[src/rtl/slot_pool_pkg.sv]
package slot_pool_pkg;

    // Traffic class carried by an allocation request
    typedef enum logic {
        CLS_INBOUND  = 1'b0,
        CLS_OUTBOUND = 1'b1
    } slot_class_e;

endpackage

[src/rtl/pool_first_free.sv]
// Lowest-index priority search over a vector of eligible slots.
module pool_first_free #(
    parameter int N  = 32,
    parameter int IW = $clog2(N)
) (
    input  logic [N-1:0]  avail,
    output logic          found,
    output logic [IW-1:0] idx
);
    always_comb begin
        found = 1'b0;
        idx   = '0;
        // Walk from the top down so the lowest set bit is written last
        for (int i = N - 1; i >= 0; i--) begin
            if (avail[i]) begin
                found = 1'b1;
                idx   = IW'(i);
            end
        end
    end
endmodule

[src/rtl/pool_free_count.sv]
// Population count of free slots in one partition.
module pool_free_count #(
    parameter int N  = 8,
    parameter int CW = $clog2(N + 1)
) (
    input  logic [N-1:0]  free_bits,
    output logic [CW-1:0] count
);
    always_comb begin
        count = '0;
        for (int i = 0; i < N; i++) begin
            count = count + CW'(free_bits[i]);
        end
    end
endmodule

[src/rtl/slot_pool_alloc.sv]
module slot_pool_alloc
    import slot_pool_pkg::*;
#(
    parameter int NUM_SLOTS = 32,
    parameter int IW        = $clog2(NUM_SLOTS),
    parameter int CW        = $clog2(NUM_SLOTS + 1)
) (
    input  logic          clk,
    input  logic          rst_n,
    input  logic          req_valid,
    output logic          req_ready,
    input  logic          req_outbound,
    input  logic          free_valid,
    input  logic [IW-1:0] free_idx,
    output logic          grant_valid,
    output logic          grant_fail,
    output logic [IW-1:0] grant_idx,
    output logic [CW-1:0] free_cnt_lo,
    output logic [CW-1:0] free_cnt_hi
);
    localparam int QUARTER = NUM_SLOTS / 4;
    localparam int UPPER   = NUM_SLOTS - QUARTER;

    typedef struct packed {
        logic [NUM_SLOTS-1:0] used;
        logic                 gvalid;
        logic                 gfail;
        logic [IW-1:0]        gidx;
    } state_t;

    state_t st_d, st_q;

    logic [NUM_SLOTS-1:0] used_after_free;
    logic [NUM_SLOTS-1:0] eligible;
    logic [NUM_SLOTS-1:0] class_mask;
    logic                 hit_found;
    logic [IW-1:0]        hit_idx;
    slot_class_e          req_class;

    assign req_class = slot_class_e'(req_outbound);

    // Outbound traffic is fenced out of the reserved lower quarter
    generate
        for (genvar g = 0; g < NUM_SLOTS; g++) begin : g_mask
            if (g < QUARTER) begin : g_lo
                assign class_mask[g] = (req_class == CLS_INBOUND);
            end else begin : g_hi
                assign class_mask[g] = 1'b1;
            end
        end
    endgenerate

    // A returned slot is released before the search sees the pool
    always_comb begin
        used_after_free = st_q.used;
        if (free_valid) begin
            used_after_free[free_idx] = 1'b0;
        end
        eligible = ~used_after_free & class_mask;
    end

    pool_first_free #(.N(NUM_SLOTS), .IW(IW)) u_find (
        .avail (eligible),
        .found (hit_found),
        .idx   (hit_idx)
    );

    always_comb begin
        st_d        = st_q;
        st_d.used   = used_after_free;
        st_d.gvalid = req_valid;
        st_d.gfail  = 1'b0;
        st_d.gidx   = '0;
        if (req_valid) begin
            if (hit_found) begin
                st_d.used[hit_idx] = 1'b1;
                st_d.gidx          = hit_idx;
            end else begin
                st_d.gfail = 1'b1;
            end
        end
    end

    always_ff @(posedge clk) begin
        if (!rst_n) begin
            st_q <= '0;
        end else begin
            st_q <= st_d;
        end
    end

    pool_free_count #(.N(QUARTER), .CW(CW)) u_cnt_lo (
        .free_bits (~st_q.used[QUARTER-1:0]),
        .count     (free_cnt_lo)
    );

    pool_free_count #(.N(UPPER), .CW(CW)) u_cnt_hi (
        .free_bits (~st_q.used[NUM_SLOTS-1:QUARTER]),
        .count     (free_cnt_hi)
    );

    assign req_ready   = 1'b1;
    assign grant_valid = st_q.gvalid;
    assign grant_fail  = st_q.gfail;
    assign grant_idx   = st_q.gidx;

endmodule

[config.mk]
export PLATFORM = sky130hd
export DESIGN_NAME = slot_pool_alloc
export DESIGN_NICKNAME = d
export VERILOG_FILES = /design/src/rtl/slot_pool_pkg.sv /design/src/rtl/pool_first_free.sv /design/src/rtl/pool_free_count.sv /design/src/rtl/slot_pool_alloc.sv
export SDC_FILE = /design/constraint.sdc
export NUM_CORES = 1
export LEC_CHECK = 0
export BUFFER_PORTS_ARGS = -buffer_cell sky130_fd_sc_hd__buf_4
export CAP_MARGIN = 0
export CORE_MARGIN = 2
export CORE_UTILIZATION = 45
export CTS_CLUSTER_DIAMETER = 50
export DETAILED_ROUTE_END_ITERATION = 10
export SLEW_MARGIN = 20
export SYNTH_ARGS = -nofsm -noshare
export SYNTH_HDL_FRONTEND = slang
export SYNTH_SLANG_ARGS = --single-unit
[constraint.sdc]
create_clock -name clk -period 13.1 [get_ports clk]
set_clock_uncertainty 0.1 [all_clocks]
set_input_delay 0 -clock clk [delete_from_list [all_inputs] [get_ports clk]]
set_output_delay 0 -clock clk [all_outputs]
set_load 0.05 [all_outputs]
### Yosys cells after proc, flatten, opt, wreduce, memory -nomap -nowiden

Index checks and enable logic that the tools add are counted.

* flip-flop bits (word level): 39
* input port bits: 10
* output and inout bits: 20
* word-level logic and storage cells: 122

* $add $sub $neg: 30
* magnitude comparators: 4
* muxes and demuxes: 72
* bitwise gates (word level): 8
* reductions and logical operators: 4

Operator list (number)
* 6-bit by 1-bit adder with 6-bit output: 28
* 5-bit 2-to-1 mux: 32
* 32-bit 2-to-1 mux: 3
* 32-bit bitwise AND: 2
* 32-bit NOT: 2
* 1-bit 2-to-1 mux: 35
* 32-bit OR: 1
* 24-bit NOT: 1
* 5-bit by 6-bit less-than comparator with 1-bit output, second input constant: 2
* 1-bit demux with 5-bit select: 2
* 5-bit by 1-bit greater-or-equal comparator with 1-bit output, second input constant: 2
* 8-bit NOT: 1
* 1-bit by 1-bit adder with 2-bit output: 2
* 3-bit AND reduction: 1
* 1-bit logical AND: 2
* 2-bit AND reduction: 1
* 1-bit NOT: 1

### Longest topological paths before layout

Gate-level depths: netlist (run 1).

* depth in word-level cells: 48
* depth in mapped cells: 13
* mapped depth without buffers: 13

### Hierarchy

A second synthesis (run 1) with hierarchy kept.

* cells, all modules: 359
* area, all modules: 2970.3 um2

By module, submodules not included
* slot_pool_alloc: times used 1, cells each 209, area an instance 1814.2 um2, seq. area each 780.7 um2
* pool_free_count at u_cnt_hi: times used 1, cells each 61, area an instance 588.1 um2, seq. area each 0.0 um2
* pool_first_free: times used 1, cells each 65, area an instance 370.4 um2, seq. area each 0.0 um2
* pool_free_count at u_cnt_lo: times used 1, cells each 24, area an instance 197.7 um2, seq. area each 0.0 um2

### Worst setup path after synthesis (run 1)

No wires, ideal clock.

* kind: register -> output
* start: register st_q[15] (netlist bit)
* end: output port free_cnt_hi[2]
* data arrival time: 4.643 ns
* data required time: 13.000 ns
* path slack: 8.357 ns
* stages on the path, launching flop included: 11
* path buffers: 0
* path through: dfxtp_1 inv_1 ha_1 fa_1 fa_1 fa_1 fa_1 fa_1 fa_1 fa_1 xor2_1

* word-level cells in the longest chain between the ends: 24

Ends and longest elaborated chain
* start, declared: line slot_pool_alloc.sv:31 `state_t st_d, st_q;`
* start signal, assigned: line slot_pool_alloc.sv:88 `st_q <= st_d;`
* 24-bit NOT: line slot_pool_alloc.sv:98 `.free_bits (~st_q.used[NUM_SLOTS-1:QUARTER]),`
* 1-bit by 1-bit adder with 2-bit output: line pool_free_count.sv:12 `count = count + CW'(free_bits[i]);`
* 6-bit by 1-bit adder with 6-bit output (22 in series): line pool_free_count.sv:12
* end, declared: line slot_pool_alloc.sv:19 `output logic [CW-1:0] free_cnt_hi`

Every way passes these cells.

### Worst setup path after layout (run 1)

* start: register st_q[15] (netlist bit)
* end: output port free_cnt_hi[4]

Same word-level chain as after synthesis.

==> summary.txt, run 1 <==
Setup path
  • Critical path's most frequent cell: fa_1
  • Bufs and invs on worst path: 2
  • CP Max Fanout: 2
  • Crit Path Category: register to output pin
  • CP endpoint kind: output pin
  • CP max stage cell: fa_1
  • Critical Path AT: just under 5 ns
  • Largest stage delay, worst path: about 0.55 ns
  • Worst Setup Start Kind: register
  • Kind of cell adding the most delay to the critical path: adder cells
  • Data required, critical path: 13.00 ns
  • Crit path cell chain: inv_1 > ha_1 > fa_1 > fa_1 > fa_1 > fa_1 > fa_1 > fa_1 > fa_1 > a21o_1 > a21o_1 > buf_4

STA
  • Final setup TNS: 0 ns
  • Max-slew violation count: 0
  • Hold Fails Final Rpt: 0
  • Fmax: approximately 0.2 GHz
  • RSZ-0062 raised after global routing: no
  • Tcrit/Tclk final: 0.379
  • Max_slew headroom: 0.341
  • Worst slew pin tran: 0.989 ns
  • # setup viols final: 0
  • Post-route minimum period: 4.96 ns
  • Min Hold Slack: 0.0119 ns

GRT
  • Met2 Use GR: 0.400
  • Initial antenna violation count: 0
  • GRT busiest layer: met2
  • M3 GR Usage: 0.0394
  • First-pass GRT wire length: approximately 16000 um
  • Vias in the first global route: 3116
  • Total gr overflow: 0
  • Largest net degree at the start of global routing: 30
  • GR Layer Usage met1: 0.326
  • Overall Global Routing Usage: 0.245

Route
  • DR vias: ~3300
  • Final ANT Viol Nets: 0
  • Total routed wirelength: 9990 um
  • Residual DRC: 0
  • Wire per inst: approximately 19 um
  • Initial DRT Pass Iterations: 6
  • 1st-iter DRT viols: between 300 and 400
  • Via density per instance: ~6.3

Status
  • Status: completed

Logic synthesis
  • Cells after Synth: approximately 410
  • Cell with the most instances after synthesis: inv_1
  • Top post-synthesis cells by area: dfxtp_1 22%, fa_1 12%, inv_1 5.6%
  • Avg Inst Size Synth: around 8.4 sq um
  • Yosys reg bits: 39
  • Synth async-reset ratio: 0
  • YS warnings: 0
  • Post-synth top area cell: dfxtp_1
  • Post-synthesis cell type count: 75
  • Number of synthesized flops with an enable pin: 0
  • Synth Cell Area: roughly 3500 sq um
  • Most frequent cells after synthesis: 52 x inv_1, 39 x dfxtp_1, 28 x nand2_1
  • Sequential element share of the synthesized area: 0.224
  • Main synth FF type: dfxtp_1
  • Top cell type's share of synthesized area: 0.224

Layout
  • Final Instance Area: about 3700 sq um
  • Ant. Diodes: 0
  • Fin nets: 456
  • Utilization of the core after routing: 0.485
  • Area grow syn2layout: 6.01%
  • Layout cells sized above 1: 0.144

Placed design
  • DP HPWL: approximately 7400 um
  • Placed inst area: 3590 sq um
  • Routability cong.: approximately 0.93
  • IO Port Bufs: 25

Clock tree
  • Hold Buf Count CTS: 1
  • Maximum clock insertion buffer count: 2
  • CTS tree: built
  • Clock Sinks: 39
  • Clk root buf: clkbuf_8
  • H-tree depth: 2
  • CTS clock-pin slew for the worst setup and hold paths: ~0.09 ns
  • Worst-Skew Late Latency: about 0.30 ns
  • CTS buffer count: 5
  • Cts repair resizes: 0
  • Number of post-CTS setup repair buffers: 0

Floorplan
  • Starting Density: 0.457
  • FP Rows: 32
  • Ports: 30
  • Core Area: around 7600 sq um
  • Die height: between 90 and 100 um
  • Horiz. Die Dim: 91.9 um
  • Die ar.: 8450 sq um

Hold path
  • Hold WC Path Type: primary input to register

Pwr
  • PD cells: just over 90 nW/um^2
  • Pwr Total: ~340 uW
  • Peak supply drop: roughly 0.093 mV
  • Leakage power total: approximately 0.0013 uW

Job
  • MaxCap Viol Count: 0
layout by cell type (no fill, tap or decap), types with 5 or more instances in the layout:
cell	instances
ha_1	10
o21ai_0	17
o31ai_1	13
o211ai_1	18
nand2_1	28
a31oi_1	6
dfxtp_1	39
a21oi_1	18
nor2_1	18
buf_4	25
nand2b_1	5
a211oi_1	5
fa_1	21
nand3_1	22
nor3_1	7
inv_1	52
clkbuf_8	5
o31ai_2	8
layout make-up:
cell class	instances	area [sq um]
Multi-Input combinational cell	290	2290
Fill cell	764	3920
Sequential cell	39	781
Clock buffer	5	68.8
Clock inverter	3	20.0
Inverter	53	199
Tap cell	102	128
Timing Repair Buffer	26	198
power by group:
group | internal (uW) | total, uW | switching (uW)
clock network | 37.1 | 86.3 | 49.2
logic | 41.4 | 133 | 91.5
registers | 121 | 122 | 1.58
per-layer routing:
metal	part of all wire	up-vias
met1	0.43	1538
met4	0.027	0
met3	0.082	26
met5	0	-
met2	0.46	208
li1	-	1483
sequential cells by signal (all words and copies together) (netlist names):
| register | flops |
|---|---|
| grant_valid | 1 |
| grant_fail | 1 |
| grant_idx | 5 |
| st_q | 32 |
cells by family after synthesis:
group / after synthesis / share of synthesized area
AO/OA/AOI/OAI: 124 / 0.267
XOR/XNOR: 4 / 0.0101
adder cells (fa/ha/maj): 31 / 0.157
buffers and inverters: 86 / 0.118
flip-flops: 39 / 0.224
multiplexers: 1 / 0.00288
other: 2 / 0.00216
AND/OR/NAND/NOR: 126 / 0.218
worst paths after layout:
path         startpoint              to  slack (ns)  cells past startpoint
max            st_q[15]  free_cnt_hi[4]        8.14                     12
min               rst_n        st_q[10]        0.01                      3
max reg2reg    st_q[12]        st_q[16]       10.36                      7
min reg2reg    st_q[36]        st_q[36]        0.40                      2
worst reg2reg max path: stages (launching register included):
cell and delay, ns:
dfxtp_1 0.43, nand2_1 0.10, a21oi_1 0.13, nor2_1 0.12, nor4_2 0.48, nand3_1 0.21, a21oi_2 0.80, o22ai_1 0.20
stage by stage:
step                instances  setup slack [ns]
floorplan                 415              8.36
global placement          509              8.53
detailed placement        509              8.44
CTS                       518              8.11
global route              518              7.96
finish                    518              8.14
Note: power is estimated with default switching activity, not from simulation.
==> run 2: changes to the inputs <==
PLACE_DENSITY = 0.65   (was unset)
clock period = 4.3 ns   (was 13.1 ns; I/O delays follow)
==> summary.txt, run 2 (synthesized netlist as in run 1, its figures left out) <==
Pwr
  • Leakage power total: 0.00139 uW (was 0.00127 uW)
  • Pwr Total: 1200 uW (was 341 uW)
  • Peak supply drop: 0.413 mV (was 0.0933 mV)
  • PD cells: 307 nW/um^2 (was 92.6 nW/um^2)

Floorplan
  • Die height: 91.9 um (unchanged)
  • Starting Density: 0.457 (unchanged)
  • Die ar.: 8450 sq um (unchanged)
  • Horiz. Die Dim: 91.9 um (unchanged)
  • FP Rows: 32 (unchanged)
  • Ports: 30 (unchanged)
  • Core Area: 7610 sq um (unchanged)

GRT
  • Largest net degree at the start of global routing: 30 (unchanged)
  • Overall Global Routing Usage: 0.249 (was 0.245)
  • First-pass GRT wire length: 16500 um (was 16300 um)
  • Vias in the first global route: 3110 (was 3116)
  • Total gr overflow: 0 (unchanged)
  • Initial antenna violation count: 0 (unchanged)

STA
  • Final worst setup slack: -0.350 ns (was 8.14 ns)
  • Fmax: about 0.22 GHz
  • Max_slew headroom: 0.329 (was 0.341)
  • Post-route minimum period: 4.65 ns
  • Tcrit/Tclk final: 1.08
  • Worst slew pin tran: 1.01 ns (was 0.989 ns)
  • RSZ-0062 raised after global routing: yes (was no)
  • Max-slew violation count: 0 (unchanged)
  • Hold Fails Final Rpt: 0 (unchanged)
  • # setup viols final: 4 (was 0)

Route
  • Wire per inst: 19.2 um (was 19.3 um)
  • Final ANT Viol Nets: 0 (unchanged)
  • Initial DRT Pass Iterations: 6 (unchanged)
  • Via density per instance: 6.13 (was 6.28)
  • 1st-iter DRT viols: 331 (was 311)
  • DR vias: 3272 (was 3255)
  • Residual DRC: 0 (unchanged)
  • Total routed wirelength: 10300 um (was 9990 um)

Status
  • Failing checks: negative setup slack
  • Status: finished, violations left (was completed)

Clock tree
  • CTS tree: built (unchanged)
  • CTS buffer count: 5 (unchanged)
  • Clk root buf: clkbuf_8 (unchanged)
  • H-tree depth: 2 (unchanged)
  • Clock Sinks: 39 (unchanged)
  • Maximum clock insertion buffer count: 2 (unchanged)
  • Worst-Skew Late Latency: 0.30 ns (about the same)
  • CTS clock-pin slew for the worst setup and hold paths: 0.08 ns (was 0.09 ns)

Setup path
  • Data required, critical path: 4.20 ns (was 13.00 ns)
  • R2R depth: 6 (was 7)
  • Worst Setup Start Kind: register (unchanged)
  • CP Max Fanout: 2 (unchanged)
  • CP endpoint kind: output pin (unchanged)
  • Crit Path Category: register to output pin (unchanged)
  • Critical Path AT: 4.55 ns (was 4.86 ns)

Hold path
  • Hold path cells: 3 (unchanged)
  • Hold WC Path Type: primary input to register (unchanged)

Placed design
  • Place WS: -0.231 ns (was 8.44 ns)
  • Routability cong.: 0.960 (was 0.931)
  • IO Port Bufs: 25 (unchanged)
  • DP HPWL: 7510 um (was 7400 um)

Layout
  • Most frequent cells in the layout: 50 x inv_1, 37 x dfxtp_1, 37 x buf_4 (was 52 x inv_1, 39 x dfxtp_1, 28 x nand2_1)
  • Ant. Diodes: 0 (unchanged)
  • Fin nets: 472 (was 456)
  • Layout cells sized above 1: 0.199 (was 0.144)
  • Area grow syn2layout: 12.6% (was 6.01%)
  • Max reg flops: 32 (unchanged)
  • Largest register by flop count: st_q (unchanged)
  • Most common cell after layout, fill and taps aside: inv_1 (unchanged)

Job
  • MaxCap Viol Count: 0 (unchanged)
==> run 2: path summary, 6_finish.rpt <==
check | to | from | slack (ns)
min | st_q[8] | rst_n | 0.02
max reg2reg | st_q[31] | st_q[37] | 1.54
min reg2reg | st_q[36] | st_q[36] | 0.39
max | free_cnt_hi[4] | st_q[16] | -0.35
==> run 2: metrics by stage <==
| stage | hold slack [ns] | area (sq um) | util | std cells | TNS (ns) |
|---|---|---|---|---|---|
| 2_1_floorplan | 0.0731 | 3510 | - | 415 | -0.0924 |
| 3_3_place_gp | 0.212 | 3720 | 0.489 | 523 | -0.298 |
| 3_5_place_dp | 0.211 | 3720 | 0.489 | 523 | -0.511 |
| 4_1_cts | 0.0156 | 3910 | 0.514 | 533 | -1.17 |
| 5_1_grt | 0.0606 | 3920 | 0.515 | 534 | -1.44 |
| 6_report | 0.0231 | 3920 | 0.515 | 534 | -0.927 |
==> run 2: cell type report <==
type                    count  area (sq um)
inverters                  53           199
multi-input cells         290          2340
flip-flops and latches     39           783
repair buffers             42           337
fillers                   746          3690
well taps                 102           128
clock buffers               6          72.6
clock inverters             2          60.1
==> run 2: metal layers <==
layer	share of wire	vias to the layer above	global-route usage
met2	0.45	169	0.388
met4	0.035	0	0.0995
met3	0.072	31	0.0378
li1	-	1512	-
met5	0	-	0
met1	0.44	1560	0.347
==> run 2: critical path, stage by stage, from the launching register on <==
cell and delay (ns):
dfxtp_2 0.34, inv_2 0.04, ha_4 0.22, fa_1 0.47
fa_1 0.53, fa_1 0.44, fa_1 0.51, fa_1 0.43
fa_2 0.38, fa_2 0.37, a21o_1 0.17, a21o_4 0.21
buf_8 0.14
==> run 2: power by group <==
group          total (uW)  internal, uW  switching [uW]
Sequential            372           367            4.42
Clock                 372           232             140
Combinational         458           163             296
Total                1200           762             440
==> run 2: timing repair <==
| item | 4_1_cts | 5_1_grt |
|---|---|---|
| hold endpoints to repair | 2 | 0 |
| hold buffers | 1 | 0 |
| pin swaps | 13 | 2 |
| gates cloned | 0 | 0 |
| setup buffers | 1 | 1 |
| resized for setup | 11 | 0 |
| endpoints found under the setup margin | 5 | 4 |
==> run 3: changes to the inputs <==
CELL_PAD_IN_SITES_DETAIL_PLACEMENT = 1   (was unset)
CELL_PAD_IN_SITES_GLOBAL_PLACEMENT = 1   (was unset)
CORE_UTILIZATION = 42   (was 45)
PLACE_DENSITY = unset   (was 0.65)
PLACE_DENSITY_LB_ADDON = 0.1   (was unset)
==> summary.txt, run 3 (synthesized netlist as in run 1, its figures left out) <==
Clock tree
  • CTS buffer count: 5 (unchanged)
  • Number of post-CTS setup repair buffers: 0 (was 1)
  • Maximum clock insertion buffer count: 2 (unchanged)
  • CTS clock-pin slew for the worst setup and hold paths: 0.09 ns (was 0.08 ns)
  • Clock Sinks: 39 (unchanged)
  • Clk root buf: clkbuf_8 (unchanged)
  • Worst-Skew Late Latency: 0.31 ns (was 0.30 ns)
  • CTS tree: built (unchanged)
  • H-tree depth: 2 (unchanged)

Layout
  • Final Instance Area: 3880 sq um (was 3920 sq um)
  • Most common cell after layout, fill and taps aside: inv_1 (unchanged)
  • Most frequent cells in the layout: 51 x inv_1, 37 x dfxtp_1, 33 x buf_4 (was 50 x inv_1, 37 x dfxtp_1, 37 x buf_4)
  • Fin nets: 469 (was 472)
  • Multi-input logic area: 2340 sq um (unchanged)
  • Seq. cell area: 783 sq um (unchanged)
  • Layout cells sized above 1: 0.193 (was 0.199)
  • Ant. Diodes: 0 (unchanged)
  • Fillcell total: 993 (was 746)
  • Area grow syn2layout: 11.6% (was 12.6%)
  • Max reg flops: 32 (unchanged)
  • Largest register by flop count: st_q (unchanged)
  • Finished Layout Cells: 534 (unchanged)

Setup path
  • Critical path's most frequent cell: fa_1 (unchanged)
  • R2R depth: 7 (was 6)
  • Worst setup path endpoint: free_cnt_hi[4] (unchanged)
  • Worst Setup Start Kind: register (unchanged)
  • Worst R2R Start: st_q[37] (unchanged)
  • CP endpoint kind: output pin (unchanged)
  • Critical Path AT: 4.63 ns (was 4.55 ns)
  • Worst reg2reg endpoint: st_q[38] (was st_q[31])
  • Kind of cell adding the most delay to the critical path: adder cells (unchanged)
  • CP max stage cell: fa_1 (unchanged)
  • CP Max Fanout: 2 (unchanged)
  • Data required, critical path: 4.20 ns (about the same)
  • Levels on crit path: 12 (unchanged)
  • Critical Path Source: st_q[15] (was st_q[16])
  • Worst R2R Setup Slack: 1.51 ns (was 1.54 ns)
  • Crit Path Category: register to output pin (unchanged)
  • Largest stage delay, worst path: 0.57 ns (was 0.53 ns)
  • Crit path cell chain: inv_2 > ha_4 > fa_1 > fa_1 > fa_1 > fa_1 > fa_1 > fa_2 > fa_2 > a21o_1 > a21o_4 > buf_6 (was inv_2 > ha_4 > fa_1 > fa_1 > fa_1 > fa_1 > fa_1 > fa_2 > fa_2 > a21o_1 > a21o_4 > buf_8)
  • Bufs and invs on worst path: 2 (unchanged)

STA
  • Hold Fails Final Rpt: 0 (unchanged)
  • Max-slew violation count: 0 (unchanged)
  • Tcrit/Tclk final: 1.10 (was 1.08)
  • Post-route minimum period: 4.73 ns (was 4.65 ns)
  • RSZ-0062 raised after global routing: yes (unchanged)
  • Fmax: 0.211 GHz (was 0.215 GHz)
  • Worst slew pin tran: 1.06 ns (was 1.01 ns)
  • Max_slew headroom: 0.296 (was 0.329)
  • # setup viols final: 4 (unchanged)
  • Final worst setup slack: -0.433 ns (was -0.350 ns)

Floorplan
  • Die ar.: 9030 sq um (was 8450 sq um)
  • Die height: 95.0 um (was 91.9 um)
  • Horiz. Die Dim: 95.0 um (was 91.9 um)
  • FP Rows: 33 (was 32)
  • Core Area: 8130 sq um (was 7610 sq um)
  • Ports: 30 (unchanged)
  • Starting Density: 0.428 (was 0.457)

Route
  • Final ANT Viol Nets: 0 (unchanged)
  • Via density per instance: 6.04 (was 6.13)
  • DR vias: 3228 (was 3272)
  • Initial DRT Pass Iterations: 5 (was 6)
  • Total routed wirelength: 11400 um (was 10300 um)
  • Wire per inst: 21.3 um (was 19.2 um)
  • 1st-iter DRT viols: 208 (was 331)
  • Residual DRC: 0 (unchanged)

Hold path
  • Hold WC Path Type: primary input to register (unchanged)

Pwr
  • Leakage power total: 0.00137 uW (was 0.00139 uW)
  • PD cells: 299 nW/um^2 (was 307 nW/um^2)
  • Peak supply drop: 0.214 mV (was 0.413 mV)

GRT
  • First-pass GRT wire length: 18300 um (was 16500 um)
  • Total gr overflow: 0 (unchanged)
  • Initial antenna violation count: 0 (unchanged)
  • Overall Global Routing Usage: 0.269 (was 0.249)
  • Largest net degree at the start of global routing: 30 (unchanged)
  • Vias in the first global route: 3400 (was 3110)

Status
  • Failing checks: negative setup slack (unchanged)
  • Status: finished, violations left (unchanged)

Placed design
  • IO Port Bufs: 25 (unchanged)
  • Routability cong.: 0.963 (was 0.960)
  • DP HPWL: 8450 um (was 7510 um)
  • Place WS: -0.284 ns (was -0.231 ns)
  • Placed inst area: 3720 sq um (about the same)
  • Post-Place Cells: 525 (was 523)

Job
  • MaxCap Viol Count: 0 (unchanged)
-- run 3: cell count changes in the layout (fill, tap and decap cells not counted), sizes merged --
cell	before	now
buf	41	38
bufinv	2	1
clkinv	1	2
-- run 3: how the worst min path moves through the flow --
stage                    start           end  slack, ns  cells after the start
detailed placement   req_valid  grant_idx[3]       0.22                      3
global placement     req_valid  grant_idx[3]       0.21                      3
global route             rst_n       st_q[8]       0.06                      3
floorplan            req_valid  grant_idx[3]       0.07                      2
CTS                 free_valid       st_q[9]       0.03                      4
finish              free_valid       st_q[9]       0.04                      4
-- run 3: timing repair --
item                                    CTS  global route
hold endpoints to repair                  1             0
resized for setup                        10             0
endpoints found under the setup margin    5             4
pin swaps                                 4             6
hold buffers                              1             0
-- run 3: metal layers --
layer	routed length (um)	vias to the layer above	GRT usage
met3	496	22	0.0423
met1	5150	1594	0.354
li1	-	1509	-
met2	5450	103	0.453
met4	268	0	0.0809
met5	0	-	0
-- run 3: tightest hold or removal path, cell delays in order --
cell and delay (ns):
buf_4 0.19, nand3_1 0.09, nand3_1 0.07, o21ai_0 0.06
-- run 3: metrics by stage --
step / power, uW / hold WS (ns) / TNS [ns] / utilization
2_1_floorplan: 715 / 0.0731 / -0.0924 / -
4_1_cts: 1170 / 0.0326 / -1.29 / 0.477
3_5_place_dp: 816 / 0.215 / -0.714 / 0.457
3_3_place_gp: 801 / 0.206 / -0.293 / 0.457
5_1_grt: 1210 / 0.0583 / -1.67 / 0.477
6_report: 1160 / 0.0413 / -1.22 / 0.477
-- run 3: final cells by class --
| class | instances | share of cell area |
|---|---|---|
| well taps | 105 | 0.0338 |
| clock buffers | 6 | 0.0213 |
| flip-flops and latches | 39 | 0.202 |
| clock inverters | 2 | 0.00902 |
| inverters | 53 | 0.0512 |
| repair buffers | 39 | 0.0809 |
| multi-input cells | 290 | 0.602 |
-- run 3: power by group --
group	switching [uW]	internal, uW
logic	300	158
clock network	145	188
registers	4.32	367
total	449	714
